==> config.mk <==
export PLATFORM = sky130hd
export DESIGN_NAME = drp_reversal_path
export DESIGN_NICKNAME = d
export VERILOG_FILES = /design/src/rtl/drp_pkg.sv /design/src/rtl/drp_xfer_edge.sv /design/src/rtl/drp_lifo.sv /design/src/rtl/drp_reversal_path.sv
export SDC_FILE = /design/constraint.sdc
export NUM_CORES = 1
export LEC_CHECK = 0
export ABC_AREA = 1
export BUFFER_PORTS_ARGS = -buffer_cell sky130_fd_sc_hd__buf_2
export CORE_ASPECT_RATIO = 1.25
export CORE_MARGIN = 1
export CORE_UTILIZATION = 30
export DETAILED_ROUTE_END_ITERATION = 10
export PLACE_DENSITY = 0.44
export REMOVE_ABC_BUFFERS = 1
export SYNTH_ARGS = -nofsm -noshare
export SYNTH_HDL_FRONTEND = slang
export SYNTH_SLANG_ARGS = --single-unit
==> constraint.sdc <==
create_clock -name clk -period 4.5 [get_ports clk]
set_clock_uncertainty 0.2 [all_clocks]
set_input_delay 1.35 -clock clk [delete_from_list [all_inputs] [get_ports clk]]
set_output_delay 1.35 -clock clk [all_outputs]
set_load 0.005 [all_outputs]
==> src/rtl/drp_pkg.sv <==
package drp_pkg;
   // Role of a stack inside the ping-pong pair
   typedef enum logic {
      STK_FILL  = 1'b0,
      STK_DRAIN = 1'b1
   } stk_role_e;

   // Index of the stack that fills after an optional swap
   function automatic logic next_fill(input logic cur, input logic swap);
      return cur ^ swap;
   endfunction
endpackage

==> src/rtl/drp_xfer_edge.sv <==
module drp_xfer_edge (
   input  logic clk,
   input  logic rst_n,
   input  logic xfer,
   input  logic adv,
   output logic swap
);
   logic xs_q, xp_q, pend_q, fall;

   // two sampling stages: the edge is seen one clock after xfer is captured low
   always_ff @(posedge clk or negedge rst_n) begin
      if (!rst_n) begin
         xs_q <= 1'b0;
         xp_q <= 1'b0;
      end else begin
         xs_q <= xfer;
         xp_q <= xs_q;
      end
   end

   assign fall = xp_q & ~xs_q;
   assign swap = (fall | pend_q) & adv;

   // a fall seen while frozen waits for the next advance
   always_ff @(posedge clk or negedge rst_n) begin
      if (!rst_n) pend_q <= 1'b0;
      else        pend_q <= (fall | pend_q) & ~adv;
   end

   a_r5_fall_swaps: assert property (@(posedge clk) disable iff (!rst_n)
      (xp_q && !xs_q && adv) |-> swap);
   a_r2_swap_needs_adv: assert property (@(posedge clk) disable iff (!rst_n)
      swap |-> adv);
   a_r6_no_swap_steady: assert property (@(posedge clk) disable iff (!rst_n)
      (xs_q == xp_q && !pend_q) |-> !swap);
endmodule

==> src/rtl/drp_lifo.sv <==
module drp_lifo #(
   parameter int DATA_W    = 10,
   parameter int DEPTH     = 16,
   parameter bit RESET_MEM = 1'b0
) (
   input  logic                               clk,
   input  logic                               rst_n,
   input  logic                               clr,
   input  logic                               push,
   input  logic                               pop,
   input  logic [DATA_W-1:0]                  din,
   output logic [DATA_W-1:0]                  top,
   output logic                               empty,
   output logic [$clog2(DEPTH+1)-1:0]         count
);
   localparam int CW = $clog2(DEPTH + 1);
   localparam int AW = (DEPTH > 1) ? $clog2(DEPTH) : 1;

   initial begin
      if (DATA_W < 1) $error("drp_lifo: DATA_W must be at least 1");
      if (DEPTH < 2)  $error("drp_lifo: DEPTH must be at least 2");
   end

   logic [DATA_W-1:0] mem [DEPTH];
   logic [CW-1:0]     cnt_q;
   logic [CW-1:0]     top_idx;
   logic [AW-1:0]     wr_idx;
   logic              full, do_wr;

   assign full    = (cnt_q == CW'(DEPTH));
   assign empty   = (cnt_q == '0);
   assign top_idx = cnt_q - CW'(1);
   assign wr_idx  = clr ? '0 : cnt_q[AW-1:0];
   assign do_wr   = push & (clr | ~full);
   assign top     = empty ? '0 : mem[top_idx[AW-1:0]];
   assign count   = cnt_q;

   always_ff @(posedge clk or negedge rst_n) begin
      if (!rst_n)                 cnt_q <= '0;
      else if (clr)               cnt_q <= push ? CW'(1) : '0;
      else if (push && !full)     cnt_q <= cnt_q + CW'(1);
      else if (pop && !empty)     cnt_q <= cnt_q - CW'(1);
   end

   generate
      if (RESET_MEM) begin : g_mem_rst
         always_ff @(posedge clk or negedge rst_n) begin
            if (!rst_n) begin
               for (int i = 0; i < DEPTH; i++) mem[i] <= '0;
            end else if (do_wr) begin
               mem[wr_idx] <= din;
            end
         end
      end else begin : g_mem_plain
         always_ff @(posedge clk) begin
            if (do_wr) mem[wr_idx] <= din;
         end
      end
   endgenerate

   a_r8_no_overflow: assert property (@(posedge clk) disable iff (!rst_n)
      cnt_q <= CW'(DEPTH));
   a_r8_full_holds: assert property (@(posedge clk) disable iff (!rst_n)
      (full && push && !clr) |=> (cnt_q == CW'(DEPTH)));
   a_r10_clr_empty: assert property (@(posedge clk) disable iff (!rst_n)
      clr |=> (cnt_q <= CW'(1)));
endmodule

==> src/rtl/drp_reversal_path.sv <==
module drp_reversal_path #(
   parameter int DATA_W    = 10,
   parameter int DEPTH     = 16,
   parameter bit RESET_MEM = 1'b0
) (
   input  logic              clk,
   input  logic              rst_n,
   input  logic [DATA_W-1:0] fwd_data,
   input  logic              shift_n,
   input  logic              xfer,
   input  logic              rev_dis,
   output logic [DATA_W-1:0] rev_data
);
   import drp_pkg::*;
   localparam int NSTK = 2;
   localparam int CW   = $clog2(DEPTH + 1);

   initial begin
      if (DATA_W < 1) $error("drp_reversal_path: DATA_W must be at least 1");
      if (DEPTH < 2)  $error("drp_reversal_path: DEPTH must be at least 2");
   end

   logic              adv, swap, sel_q, fill_idx;
   logic [DATA_W-1:0] pass_q, pop_q, rd_top;
   logic              rd_empty;
   logic [DATA_W-1:0] stk_top   [NSTK];
   logic              stk_empty [NSTK];
   logic [CW-1:0]     stk_cnt   [NSTK];

   assign adv = ~shift_n;

   drp_xfer_edge u_edge (
      .clk  (clk),
      .rst_n(rst_n),
      .xfer (xfer),
      .adv  (adv),
      .swap (swap)
   );

   // stack 0 fills first after reset
   always_ff @(posedge clk or negedge rst_n) begin
      if (!rst_n) sel_q <= 1'b0;
      else        sel_q <= next_fill(sel_q, swap);
   end
   assign fill_idx = next_fill(sel_q, swap);

   generate
      for (genvar i = 0; i < NSTK; i++) begin : g_stk
         logic is_fill;
         assign is_fill = (fill_idx == 1'(i));
         drp_lifo #(
            .DATA_W   (DATA_W),
            .DEPTH    (DEPTH),
            .RESET_MEM(RESET_MEM)
         ) u_lifo (
            .clk  (clk),
            .rst_n(rst_n),
            .clr  (swap & is_fill),
            .push (adv & is_fill),
            .pop  (adv & ~is_fill),
            .din  (fwd_data),
            .top  (stk_top[i]),
            .empty(stk_empty[i]),
            .count(stk_cnt[i])
         );
      end
   endgenerate

   assign rd_top   = fill_idx ? stk_top[0]   : stk_top[1];
   assign rd_empty = fill_idx ? stk_empty[0] : stk_empty[1];

   always_ff @(posedge clk or negedge rst_n) begin
      if (!rst_n) begin
         pass_q <= '0;
         pop_q  <= '0;
      end else if (adv) begin
         pass_q <= fwd_data;
         pop_q  <= rd_top;
      end
   end

   assign rev_data = rev_dis ? pass_q : pop_q;

   a_r2_freeze: assert property (@(posedge clk) disable iff (!rst_n)
      shift_n |=> ($stable(rev_dis) -> $stable(rev_data)));
   a_r3_pass_delay: assert property (@(posedge clk) disable iff (!rst_n)
      (!shift_n) |=> (rev_dis -> rev_data == $past(fwd_data)));
   a_r9_empty_zero: assert property (@(posedge clk) disable iff (!rst_n)
      (adv && rd_empty) |=> (!rev_dis -> rev_data == '0));
   a_r10_one_filler: assert property (@(posedge clk) disable iff (!rst_n)
      swap |=> (stk_cnt[sel_q] <= CW'(1)));
   a_r5_roles_still: assert property (@(posedge clk) disable iff (!rst_n)
      (!swap) |=> $stable(sel_q));
endmodule

==> run metrics <==
status finished, final reports clean; worst r2r src g_stk[1].u_lifo.count[1]; Mapped Avg Cell Area approximately 11 µm²; number of synthesized register bits about 350; DR DRC count 0; Clock Sinks about 350; TritonCTS buffer count 41; min-delay src u_edge.xs_q; Die Wd between 200 and 250 µm; Clock Path Buffers 3; CP endpoint kind output port; min Tclk post-route roughly 3.7 ns; Setup Total Neg Slack 0 ns; Hold Crit Class reg2reg; Gate Count Post-Synth 1290; DR pass1 iterations 6; commonest non-fill, non-tap cell in the layout nand2_1; Worst Hold End u_edge.xp_q; R2R setup slack roughly 1.6 ns; CTS Hold Bufs 0; CP Max Fanout 10; Final nets 1345; maxcap violations 0; 1st-iter DRT viols approximately 730; worst-margin pin slew 1.02 ns; root buffer cell clkbuf_16; crit path launch type primary input; clock slew at reported path FFs 0.06 ns; top-area cell type share of the netlist area between 60% and 70%; Ys Warns 0; Arr. time, crit path about 2.2 ns; vias per cell around 4.8; part of the cycle the worst path needs 82.1%; io pins 25; area growth from synthesis to layout 15.1%; RSZ-0062 raised after global routing false; total power approximately 0.012 W; dpl hpwl roughly 25 mm; worst reg2reg path endpoint pop_q[1]; GRT Residual Overflow 0; Die H between 200 and 300 µm; die area around 50000 µm²; Fillers between 4000 and 5000; Yosys cell types 28; reg2reg path depth 8; PwrDens 710 nW/µm²; global-route wire length before repair between 60 and 70 mm; Initial Util slightly above 30%; Fin. Hold Viols 0; achievable frequency ~0.27 GHz; slew margin rel. 31.9%; wire per inst approximately 20 µm; initial antenna violation count 0; WS Path Type in2out; CP startpoint rev_dis; largest net degree at the start of global routing 87; layout cells sized above 1 12.5%; post_cts resized 0; number of routed nets with antenna violations 0; Mapped Area 14800 µm²; number of I/O port buffers 24; post-CTS setup buffer count 0; Site Rows 90; drt total wl between 40 and 50 mm; routability cong. about 0.9; gr usage total ~16%; vias in the first global route between 9000 and 10000; Final setup viols 0; CTS HTree Levels 2; synth top area cells edfxtp_1 65%, nand3_1 11%, nand2_1 10%, dfrtp_1 5.7%, buf_2 1.4%; later-pin clock latency in the skew report 0.56 ns; max-slew violation count 0; Min-Delay Path Depth 0; leakage approximately 6.2 nW; Vias around 9600; commonest non-fill, non-tap cells in the layout 399 x nand2_1, 322 x nand3_1, 320 x edfxtp_1; CTS tree yes; antenna cells 0; Worst EP required a little under 3 ns; Core Area 48500 µm²; Worst VDD drop 571 µV; share of the yosys chip area belonging to registers between 70% and 80%; Synth area leader edfxtp_1
-- routing by layer --
metal | vias up | wire length, µm | GRT usage (%)
met3 | 90 | 1600 | 2.28
met1 | 4652 | 17600 | 20.9
met5 | - | 0 | 0
met2 | 246 | 19200 | 26.9
li1 | 4594 | - | -
met4 | 0 | 1730 | 7.74
-- critical path, cell delays in order --
cell and delay, ns:
buf_2 0.28, mux2_2 0.39, buf_2 0.13
-- power by group --
part	total [W]	internal [W]	switching, W
Clock	0.00343	0.00208	0.00135
Combinational	0.00461	0.00127	0.00334
Sequential	0.00406	0.00389	0.000161
-- sequential cells by signal, summed over array words and instances (netlist names) --
register and count:
g_stk.u_lifo.count 10, g_stk.u_lifo.mem 320, pass_q 10, pop_q 10
sel_q 1, u_edge.pend_q 1, u_edge.xp_q 1, u_edge.xs_q 1
-- worst max-delay path by stage --
stage,end,slack [ns],cells after the start
5_1_grt,rev_data[3],0.78,3
3_5_place_dp,g_stk[0].u_lifo.mem[11][0],0.69,10
4_1_cts,rev_data[3],0.79,3
6_report,rev_data[3],0.80,3
2_1_floorplan,pop_q[9],-0.56,8
3_3_place_gp,g_stk[1].u_lifo.mem[9][6],0.73,9
-- logic make-up (layout without fill, tap and decap cells) --
family	after synthesis	in the layout	share of synthesized area [%]
xor+xnor	5	5	0.347
compound gates	29	29	1.01
mux	10	10	0.761
simple gates	781	781	23.1
fa+ha+maj	6	6	0.507
buf+inv	105	172	3.56
flops	354	354	70.7
-- area by class of cell --
type                            instances  area [µm²]  share of cell area, %
Clock buffer                           50        1130                   6.65
Clock inverter                         26         264                   1.55
Multi-Input combinational cell        831        3810                   22.4
Tap cell                              644         806                   4.73
Timing Repair Buffer                   67         443                   2.60
Inverter                               29         114                  0.668
Sequential cell                       354       10500                   61.4
-- metrics by stage --
stage	setup WS [ns]	instances	util (%)	hold slack (ns)	cell area (µm²)
6_report	0.804	2001	35.1	0.182	17000
5_1_grt	0.782	2001	35.1	0.202	17000
4_1_cts	0.790	2001	35.1	0.181	17000
3_5_place_dp	0.691	1925	32.2	0.162	15600
3_3_place_gp	0.730	1925	32.2	0.159	15600
2_1_floorplan	-0.558	1214	-	0.154	14400
-- cells in the mapped netlist, drive strengths merged --
library cell,instances
a21oi,9
nor3,1
nand2,407
clkbuf,16
o21ai,18
clkinv,1
o211ai,2
dfrtp,34
nand4,9
xor2,4
edfxtp,320
xnor2,1
mux2,10
ha,6
inv,28
nand3,324
buf,60
nor2,40
(Power assumes the default switching activity.)
